`src/rtl/clkpd_pkg.sv`:
```
package clkpd_pkg;
   typedef enum logic [2:0] {
      ST_RUN     = 3'd0,
      ST_QUAL    = 3'd1,
      ST_PARK    = 3'd2,
      ST_OFF     = 3'd3,
      ST_WAKE    = 3'd4,
      ST_RESTART = 3'd5
   } pd_state_e;
endpackage

```
`src/rtl/clkpd_sync.sv`:
```
module clkpd_sync #(
   parameter int STAGES = 2
) (
   input  logic clk,
   input  logic rst_n,
   input  logic async_n,
   output logic sync_n
);
   logic [STAGES-1:0] sh_q;

   generate
      if (STAGES == 1) begin : g_one
         always_ff @(posedge clk or negedge rst_n)
            if (!rst_n) sh_q <= '1;
            else        sh_q <= async_n;
      end else begin : g_chain
         always_ff @(posedge clk or negedge rst_n)
            if (!rst_n) sh_q <= '1;
            else        sh_q <= {sh_q[STAGES-2:0], async_n};
      end
   endgenerate

   assign sync_n = sh_q[STAGES-1];
endmodule

```
`src/rtl/clkpd_fsm.sv`:
```
module clkpd_fsm
   import clkpd_pkg::*;
#(
   parameter int STABLE_CYC = 25772
) (
   input  logic      clk,
   input  logic      rst_n,
   input  logic      pd_req,
   input  logic      ref_true,
   input  logic      all_parked,
   input  logic      all_released,
   output pd_state_e state
);
   localparam int CW = (STABLE_CYC < 2) ? 1 : $clog2(STABLE_CYC + 1);
   localparam logic [CW-1:0] LAST = CW'(STABLE_CYC - 1);

   pd_state_e nxt;
   logic          ref_q;
   logic [CW-1:0] wait_q;
   logic          comp_rise;

   // complement rises exactly when the true side falls
   assign comp_rise = ref_q & ~ref_true;

   always_comb begin
      nxt = state;
      unique case (state)
         ST_RUN:     if (pd_req && comp_rise) nxt = ST_QUAL;
         ST_QUAL:    if (!pd_req) nxt = ST_RUN;
                     else if (comp_rise) nxt = ST_PARK;
         ST_PARK:    if (all_parked) nxt = ST_OFF;
         ST_OFF:     if (!pd_req) nxt = ST_WAKE;
         ST_WAKE:    if (wait_q == LAST) nxt = ST_RESTART;
         ST_RESTART: if (all_released) nxt = ST_RUN;
         default:    nxt = ST_RUN;
      endcase
   end

   always_ff @(posedge clk or negedge rst_n) begin
      if (!rst_n) begin
         state  <= ST_RUN;
         ref_q  <= 1'b0;
         wait_q <= '0;
      end else begin
         state <= nxt;
         ref_q <= ref_true;
         if (state == ST_WAKE) wait_q <= wait_q + 1'b1;
         else                  wait_q <= '0;
      end
   end
endmodule

```
`src/rtl/clkpd_se_lane.sv`:
```
module clkpd_se_lane (
   input  logic clk,
   input  logic rst_n,
   input  logic park,
   input  logic rel_ph,
   input  logic clk_in,
   output logic clk_out,
   output logic held
);
   logic prev_q;

   always_ff @(posedge clk or negedge rst_n) begin
      if (!rst_n) begin
         prev_q <= 1'b0;
         held   <= 1'b0;
      end else begin
         prev_q <= clk_in;
         if (!held && park && prev_q && !clk_in)
            held <= 1'b1;                       // catch the falling step
         else if (held && rel_ph && !clk_in)
            held <= 1'b0;                       // free only in the low phase
      end
   end

   assign clk_out = clk_in & ~held;
endmodule

```
`src/rtl/clkpd_diff_lane.sv`:
```
module clkpd_diff_lane (
   input  logic clk,
   input  logic rst_n,
   input  logic park,
   input  logic rel_ph,
   input  logic float_ph,
   input  logic float_mode,
   input  logic t_in,
   output logic t_out,
   output logic c_out,
   output logic t_oe,
   output logic c_oe,
   output logic held
);
   logic prev_q;

   always_ff @(posedge clk or negedge rst_n) begin
      if (!rst_n) begin
         prev_q <= 1'b0;
         held   <= 1'b0;
      end else begin
         prev_q <= t_in;
         if (!held && park && !prev_q && t_in)
            held <= 1'b1;                       // complement just fell
         else if (held && rel_ph && t_in)
            held <= 1'b0;                       // free only in the high phase
      end
   end

   assign t_out = t_in | held;
   assign c_out = ~t_out;
   // complement floats when parked; true floats only in mode 1
   assign c_oe  = ~(held & float_ph);
   assign t_oe  = ~(held & float_ph & float_mode);
endmodule

```
`src/rtl/clkpd_sequencer.sv`:
```
module clkpd_sequencer
   import clkpd_pkg::*;
#(
   parameter int N_SE        = 16,
   parameter int N_DIFF      = 5,
   parameter int REF_PAIR    = 0,
   parameter int SYNC_STAGES = 2,
   parameter int STABLE_CYC  = 25772
) (
   input  logic              clk,
   input  logic              rst_n,
   input  logic              pd_n,
   input  logic [N_SE-1:0]   se_clk_i,
   input  logic [N_DIFF-1:0] dp_clk_i,
   input  logic [N_DIFF-1:0] dp_float_mode,
   output logic [N_SE-1:0]   se_clk_o,
   output logic [N_DIFF-1:0] dp_t_o,
   output logic [N_DIFF-1:0] dp_c_o,
   output logic [N_DIFF-1:0] dp_t_oe,
   output logic [N_DIFF-1:0] dp_c_oe,
   output logic              osc_en,
   output logic              clocks_stable
);
   generate
      if (N_SE < 1)                             begin : g_bad_se   $error("N_SE must be at least 1");               end
      if (N_DIFF < 1)                           begin : g_bad_diff $error("N_DIFF must be at least 1");             end
      if (REF_PAIR < 0 || REF_PAIR >= N_DIFF)   begin : g_bad_ref  $error("REF_PAIR must index a pair");            end
      if (SYNC_STAGES < 1)                      begin : g_bad_sync $error("SYNC_STAGES must be at least 1");        end
      if (STABLE_CYC < 1)                       begin : g_bad_wait $error("STABLE_CYC must be at least 1");         end
   endgenerate

   pd_state_e         state;
   logic              pd_sync_n;
   logic              park, rel_ph, float_ph;
   logic [N_SE-1:0]   se_held;
   logic [N_DIFF-1:0] dp_held;
   logic              all_parked, all_released;

   clkpd_sync #(.STAGES(SYNC_STAGES)) u_sync (
      .clk(clk), .rst_n(rst_n), .async_n(pd_n), .sync_n(pd_sync_n)
   );

   clkpd_fsm #(.STABLE_CYC(STABLE_CYC)) u_fsm (
      .clk(clk), .rst_n(rst_n), .pd_req(~pd_sync_n),
      .ref_true(dp_clk_i[REF_PAIR]),
      .all_parked(all_parked), .all_released(all_released),
      .state(state)
   );

   assign park     = (state == ST_PARK) || (state == ST_OFF) || (state == ST_WAKE);
   assign float_ph = (state == ST_PARK) || (state == ST_OFF);
   assign rel_ph   = (state == ST_RESTART);

   genvar k;
   generate
      for (k = 0; k < N_SE; k++) begin : g_se
         clkpd_se_lane u_lane (
            .clk(clk), .rst_n(rst_n), .park(park), .rel_ph(rel_ph),
            .clk_in(se_clk_i[k]), .clk_out(se_clk_o[k]), .held(se_held[k])
         );
      end
      for (k = 0; k < N_DIFF; k++) begin : g_dp
         clkpd_diff_lane u_lane (
            .clk(clk), .rst_n(rst_n), .park(park), .rel_ph(rel_ph),
            .float_ph(float_ph), .float_mode(dp_float_mode[k]),
            .t_in(dp_clk_i[k]), .t_out(dp_t_o[k]), .c_out(dp_c_o[k]),
            .t_oe(dp_t_oe[k]), .c_oe(dp_c_oe[k]), .held(dp_held[k])
         );
      end
   endgenerate

   assign all_parked    = (&se_held) & (&dp_held);
   assign all_released  = ~(|se_held) & ~(|dp_held);
   assign osc_en        = (state != ST_OFF);
   assign clocks_stable = (state == ST_RUN) || (state == ST_QUAL);
endmodule

```
`config.mk`:
```
export PLATFORM = sky130hd
export DESIGN_NAME = clkpd_sequencer
export DESIGN_NICKNAME = d
export VERILOG_FILES = /design/src/rtl/clkpd_pkg.sv /design/src/rtl/clkpd_sync.sv /design/src/rtl/clkpd_fsm.sv /design/src/rtl/clkpd_se_lane.sv /design/src/rtl/clkpd_diff_lane.sv /design/src/rtl/clkpd_sequencer.sv
export SDC_FILE = /design/constraint.sdc
export NUM_CORES = 1
export LEC_CHECK = 0
export ABC_CLOCK_PERIOD_IN_PS = 1990
export BUFFER_PORTS_ARGS = -buffer_cell sky130_fd_sc_hd__buf_2
export CAP_MARGIN = 5
export CORE_ASPECT_RATIO = 0.9
export CORE_UTILIZATION = 48
export CTS_BUF_LIST = sky130_fd_sc_hd__clkbuf_4 sky130_fd_sc_hd__clkbuf_8 sky130_fd_sc_hd__clkbuf_16
export DETAILED_ROUTE_END_ITERATION = 6
export PLACE_DENSITY = 0.77
export SYNTH_ARGS = -nofsm -noshare
export SYNTH_HDL_FRONTEND = slang
export SYNTH_HIERARCHICAL = 1
export SYNTH_SLANG_ARGS = --single-unit
```
`constraint.sdc`:
```
create_clock -name clk -period 1.99 [get_ports clk]
set_clock_uncertainty 0.1 [all_clocks]
set_input_delay 0.0995 -clock clk [delete_from_list [all_inputs] [get_ports clk]]
set_output_delay 0.0995 -clock clk [all_outputs]
set_load 0.03 [all_outputs]
```
=== Word-level counts from Yosys, hierarchy flattened ===
Cells that the tools add are included.

* Add/subtract/negate cells: 1
* Multiply operators: 0
* Divide/modulo/power cells: 0
* Order comparisons: 0
* Equal/unequal tests: 13
* Shift operators: 0
* Muxes and demuxes: 51
* Bitwise logic cells: 69
* Reduce and logical (&&, ||, !) cells: 178

{| class="wikitable"
|+ Operators with widths
! cell !! number
|-
| $logic_and A1 B1 Y1 || 106
|-
| $logic_not A1 Y1 || 42
|-
| $mux W1 || 42
|-
| $reduce_bool A2 Y1 || 21
|-
| $not A1 Y1 || 35
|-
| $and A1 B1 Y1 || 29
|-
| $mux W3 || 7
|-
| $pmux W3 S6 || 1
|-
| $reduce_and A16 Y1 || 1
|-
| $reduce_or A16 Y1 || 1
|-
| $add A15 B1 Y15 const B || 1
|-
| $eq A15 B15 Y1 const B || 1
|-
| $mux W15 || 1
|-
| $eq A3 B2 Y1 const B || 2
|-
| $eq A3 B3 Y1 const B || 2
|-
| $ne A2 B1 Y1 const B || 3
|-
| $reduce_and A6 Y1 || 1
|-
| $or A1 B1 Y1 || 5
|-
| $reduce_and A5 Y1 || 1
|-
| $reduce_or A5 Y1 || 1
|-
| $ne A2 B2 Y1 const B || 2
|-
| $eq A3 B1 Y1 const B || 1
|-
| $logic_not A3 Y1 || 1
|-
| $logic_or A1 B1 Y1 || 3
|-
| other kinds (2) || 2
|}

* Flip-flop bits (word level): 62
* Latch bits: 0
* RAM bits: 0
* Bits in read-only memories: 0
* Bits of input ports: 29
* Output and inout port bits: 38
* Logic and storage cells: 357
* Memories kept: 0

=== Logic depth before layout (Yosys ltp) ===
* Depth after elaboration: 7
* Gate-level depth with buffers: 7
* Depth with buffers taken out: 7

=== Hierarchy ===
Netlist, hierarchy kept.

{| class="wikitable"
|+ Modules (own cells, without submodules)
! module !! instances !! cells each !! area an instance (um^2) !! seq. area each (um^2)
|-
| clkpd_se_lane || 16 || 6 || 77.6 || 50.0
|-
| clkpd_fsm || 1 || 100 || 962.2 || 475.5
|-
| clkpd_diff_lane || 5 || 9 || 90.1 || 50.0
|-
| clkpd_sequencer || 1 || 23 || 133.9 || 0.0
|-
| clkpd_sync || 1 || 2 || 52.6 || 52.6
|}

=== Least setup slack after synthesis ===
No wires, ideal clock.

* Path type: flip-flop to flip-flop
* From: register g_se[3].u_lane.held
* To: register u_fsm.state[0]
* Library setup time: 134 ps
* Arrival: 1,698 ps
* Required time: 1,756 ps
* Path slack: 58 ps
* Cell stages (with the launch flop): 6
* Path buffers: 0
* Period minus slack after synthesis: 1,932 ps
* Cell sequence: dfrtp_1 -> or4_1 -> nor4_1 -> o211ai_1 -> a32oi_1 -> a31oi_1

* Cells in the longest elaborated chain, start to end: 5
* Elaborated cells on any way between the ends: 8
* Classes of those cells: eq/ne (2); bitwise (3); reduce/logical (3)

{| class="wikitable"
|+ Ends and longest elaborated chain
! what !! line !! text
|-
| start: declaration || clkpd_se_lane.sv:8 || <nowiki>output logic held</nowiki>
|-
| start signal: assignment || clkpd_se_lane.sv:15 || <nowiki>held <= 1'b0;</nowiki>
|-
| start signal: assignment || clkpd_se_lane.sv:19 || <nowiki>held <= 1'b1;</nowiki>
|-
| start signal: assignment || clkpd_se_lane.sv:21 || <nowiki>held <= 1'b0;</nowiki>
|-
| $reduce_or A16 Y1 || clkpd_sequencer.sv:73 || <nowiki>assign all_released = ~(|se_held) & ~(|dp_held);</nowiki>
|-
| $not A1 Y1 || clkpd_sequencer.sv:73 ||
|-
| $and A1 B1 Y1 || clkpd_sequencer.sv:73 ||
|-
| named net all_released || clkpd_sequencer.sv:37 || <nowiki>logic all_parked, all_released;</nowiki>
|-
| $ne A2 B2 Y1 (no line) || n/a ||
|-
| $reduce_and A6 Y1 (no line) || n/a ||
|-
| end signal: assignment || clkpd_fsm.sv:45 || <nowiki>state <= nxt;</nowiki>
|-
| end: declaration || clkpd_fsm.sv:12 || <nowiki>output pd_state_e state</nowiki>
|}

The timed path passes the listed nets, and every way through them passes these cells.
A chain may end at the register's enable or synchronous reset.

=== Worst setup path after layout ===
* From: register g_se[9].u_lane.held
* To: register u_fsm.state[0]

* Elaborated cells on any way between the ends: 8
* Classes of those cells: eq/ne (2); bitwise (3); reduce/logical (3)

{| class="wikitable"
|+ RTL lines
! what !! line !! text
|-
| start: declaration || clkpd_se_lane.sv:8 ||
|-
| start signal: assignment || clkpd_se_lane.sv:15 ||
|-
| start signal: assignment || clkpd_se_lane.sv:19 ||
|-
| start signal: assignment || clkpd_se_lane.sv:21 ||
|-
| $reduce_and A16 Y1 || clkpd_sequencer.sv:72 || <nowiki>assign all_parked = (&se_held) & (&dp_held);</nowiki>
|-
| $and A1 B1 Y1 || clkpd_sequencer.sv:72 ||
|-
| named net all_parked || clkpd_sequencer.sv:37 ||
|-
| $ne A2 B2 Y1 (no line) || n/a ||
|-
| $reduce_and A6 Y1 (no line) || n/a ||
|}

The timed path passes the listed nets, and every way through them passes these cells.

==> flow_summary.yaml <==
sta:
  setup_viol: 0
  slew_headroom_pct: 75.3
  rsz0062_at_grt: "yes"
  period_needed_ns: 1.98
  period_share_pct: 99.3
  drv_slew: 0
  worst_pin_slew_ns: 0.371
  hold_viol_final: 0
  hold_ws_ns: 0.0982
  fmax_mhz: 506
clock_tree:
  clkTransAtPathRegs_ns: 0.08
  clkLatencyLatePin_ns: 0.34
  cts_buffers: 9
  clock_sinks: 63
  clockBufferDepth: 2
  h-tree-depth: 3
  cts_tree: "yes"
  cts_root_buf: "clkbuf_8"
synth:
  synth-async-reset-ratio_pct: 100
  synth_edf_count: 0
  seq_area_frac_synth_pct: 55.6
  synthTopCellsByArea: "dfrtp_1, and3b_1, o22a_1"
  ys_ff_latch: 63
  syn_area_per_cell_um2: 10.7
  synth_top_cell_area_share_pct: 53.7
  ys.flop_type: "dfrtp_1"
  synth_warnings: 6
  syn-cell-area_mm2: 0.00284
  syn_nets: 296
  yosysTopAreaCell: "dfrtp_1"
  syn_inst: 266
  ys_types: 39
finish:
  fin_util_pct: 68.2
  drive_gt1_share_pct: 29.0
  syn_to_final_growth_pct: 36.7
  finalInstanceArea_mm2: 0.00388
  antenna_cells: 0
  layout_commonest_cell: "buf_2"
  final_cell_mix: "buf_2, dfrtp_1, nand2_1"
  nNetsFinal: 411
detailed_routing:
  wirelength_mm: 6.36
  ant_nets: 0
  dr.pass1.iters: 4
  drtIter0Drc: 86
  vias: 2412
  via_per_inst: 5.29
  wl_per_cell_um: 13.9
  drc_errors: 0
critical_path:
  crit_fanout: 5
  worstSetupPathType: "reg2reg"
  cp.required_ns: 2.15
  end_kind: "register"
  worstSetupStartpointType: "register"
  arrival_ns: 2.13
placed_design:
  gp_congestion: 0.825
  post_dp_cell_area_mm2: 0.00338
  io_buffers: 66
  dp_hpwl_mm: 4.27
floorplan:
  die_h_um: 75.0
  start_util_pct: 49.9
  io-pin-count: 67
  die_w_um: 83.1
  coreArea_mm2: 0.00569
  row_count: 26
  die_area_mm2: 0.00623
grt:
  antenna_found_initial: 0
  grt_pass1_wl_mm: 10.5
  first_global_vias: 2309
  grt_max_degree: 30
  grt_usage_pct: 22.3
  grt.overflow.total: 0
power:
  ir_drop_uv: 804
  leakagePower_nw: 1.77
  powerDensity_mw_per_mm2: 1300
run:
  cap_violations: 0
hold_path:
  hold_class: "in2async"
status:
  status: "complete, no violations"
## power by group
part           switching [W]  internal (W)
logic                0.00113      0.000807
registers           0.000316       0.00155
clock network       0.000507      0.000745
total                0.00195       0.00310
## sequential cells by signal, summed over array words and instances, names as in the netlist
signal	cells
g_dp.u_lane/held	5
u_fsm/ref_q	1
g_dp.u_lane/prev_q	5
u_fsm/state	3
g_se.u_lane/held	16
u_sync/sh_q	2
u_fsm/wait_q	15
g_se.u_lane/prev_q	16
## final timing paths
kind | from | end | slack [ns] | cells after the start
max | g_se[9].u_lane/held$_DFFE_PN0P_ | u_fsm/state[0]$_DFFE_PN0P_ | 0.01 | 7
min | rst_n | u_fsm/wait_q[7]$_DFF_PN0_ | 0.1 | 2
max reg2reg | g_se[9].u_lane/held$_DFFE_PN0P_ | u_fsm/state[0]$_DFFE_PN0P_ | 0.01 | 7
min reg2reg | u_sync/sh_q[0]$_DFF_PN1_ | u_sync/sh_q[1]$_DFF_PN1_ | 0.26 | 0
max in group asynchronous | rst_n | u_sync/sh_q[0]$_DFF_PN1_ | 1.05 | 3
min in group clk | u_sync/sh_q[0]$_DFF_PN1_ | u_sync/sh_q[1]$_DFF_PN1_ | 0.26 | 0
## cells in the mapped netlist (2+ instances only)
| library cell | count |
|---|---|
| or2_1 | 5 |
| o22a_1 | 16 |
| dfstp_2 | 2 |
| xor2_1 | 5 |
| nor4_1 | 8 |
| o21ai_0 | 3 |
| nor2_1 | 16 |
| inv_1 | 9 |
| a21oi_1 | 4 |
| nand3_1 | 11 |
| and3b_1 | 16 |
| dfrtp_1 | 61 |
| nor4bb_1 | 5 |
| a31oi_1 | 2 |
| xnor2_1 | 5 |
| and2_1 | 2 |
| a21o_1 | 5 |
| nor2b_1 | 18 |
| clkbuf_1 | 3 |
| nand2b_1 | 3 |
| or4_1 | 3 |
| or2_2 | 2 |
| nand2_1 | 34 |
| nand4_1 | 9 |
| and3_1 | 2 |
| nor3_1 | 4 |
## worst max-delay path, stage by stage (launching register included)
cell and delay, ns:
dfrtp_1 0.44, nand4_1 0.15, or4_1 0.51, nor3_2 0.18, a211o_1 0.16, or2_2 0.11
a32oi_1 0.09, a31oi_1 0.15
## layer usage
layer / wire length (µm) / track usage (%) / share of wire (%) / vias up
met5: 0 / 0 / 0 / -
met4: 108 / 8.81 / 1.7 / 0
met3: 271 / 7.89 / 4.3 / 9
met2: 2960 / 36.2 / 47 / 64
met1: 3010 / 27.9 / 47 / 1154
li1: - / - / - / 1185
## metrics by stage
| step | power, W | setup slack [ns] | std cells | setup TNS (ns) |
|---|---|---|---|---|
| after floorplan | 0.00302 | 0.0578 | 266 | 0 |
| after global placement | 0.00368 | 0.124 | 415 | 0 |
| after detailed placement | 0.00373 | 0.0830 | 415 | 0 |
| after CTS | 0.00503 | 0.0602 | 454 | 0 |
| after global routing | 0.00535 | -0.0974 | 456 | -0.147 |
| final | 0.00506 | 0.0146 | 456 | 0 |
## logic make-up (layout without fill, tap and decap cells)
group / Yosys count / count (layout) / share of synthesized area [%]
flops: 63 / 63 / 55.6
xor+xnor: 10 / 10 / 3.08
buf+inv: 12 / 132 / 1.59
compound gates: 36 / 36 / 9.65
fa+ha+maj: 1 / 1 / 0.440
simple gates: 144 / 144 / 29.6
## cell type report
class	instances	area [µm²]
Clock buffer	10	138
Clock inverter	6	93.8
Fill cell	437	1810
Inverter	9	33.8
Multi-Input combinational cell	191	1240
Sequential cell	63	1580
Tap cell	70	87.6
Timing Repair Buffer	107	708
## timing repair
item	CTS	global route
hold buffers	23	0
hold endpoints to repair	105	0
buffers inserted	0	2
endpoints found under the setup margin	0	2
resized for setup	0	5
Power figures use the tool's default switching activity.
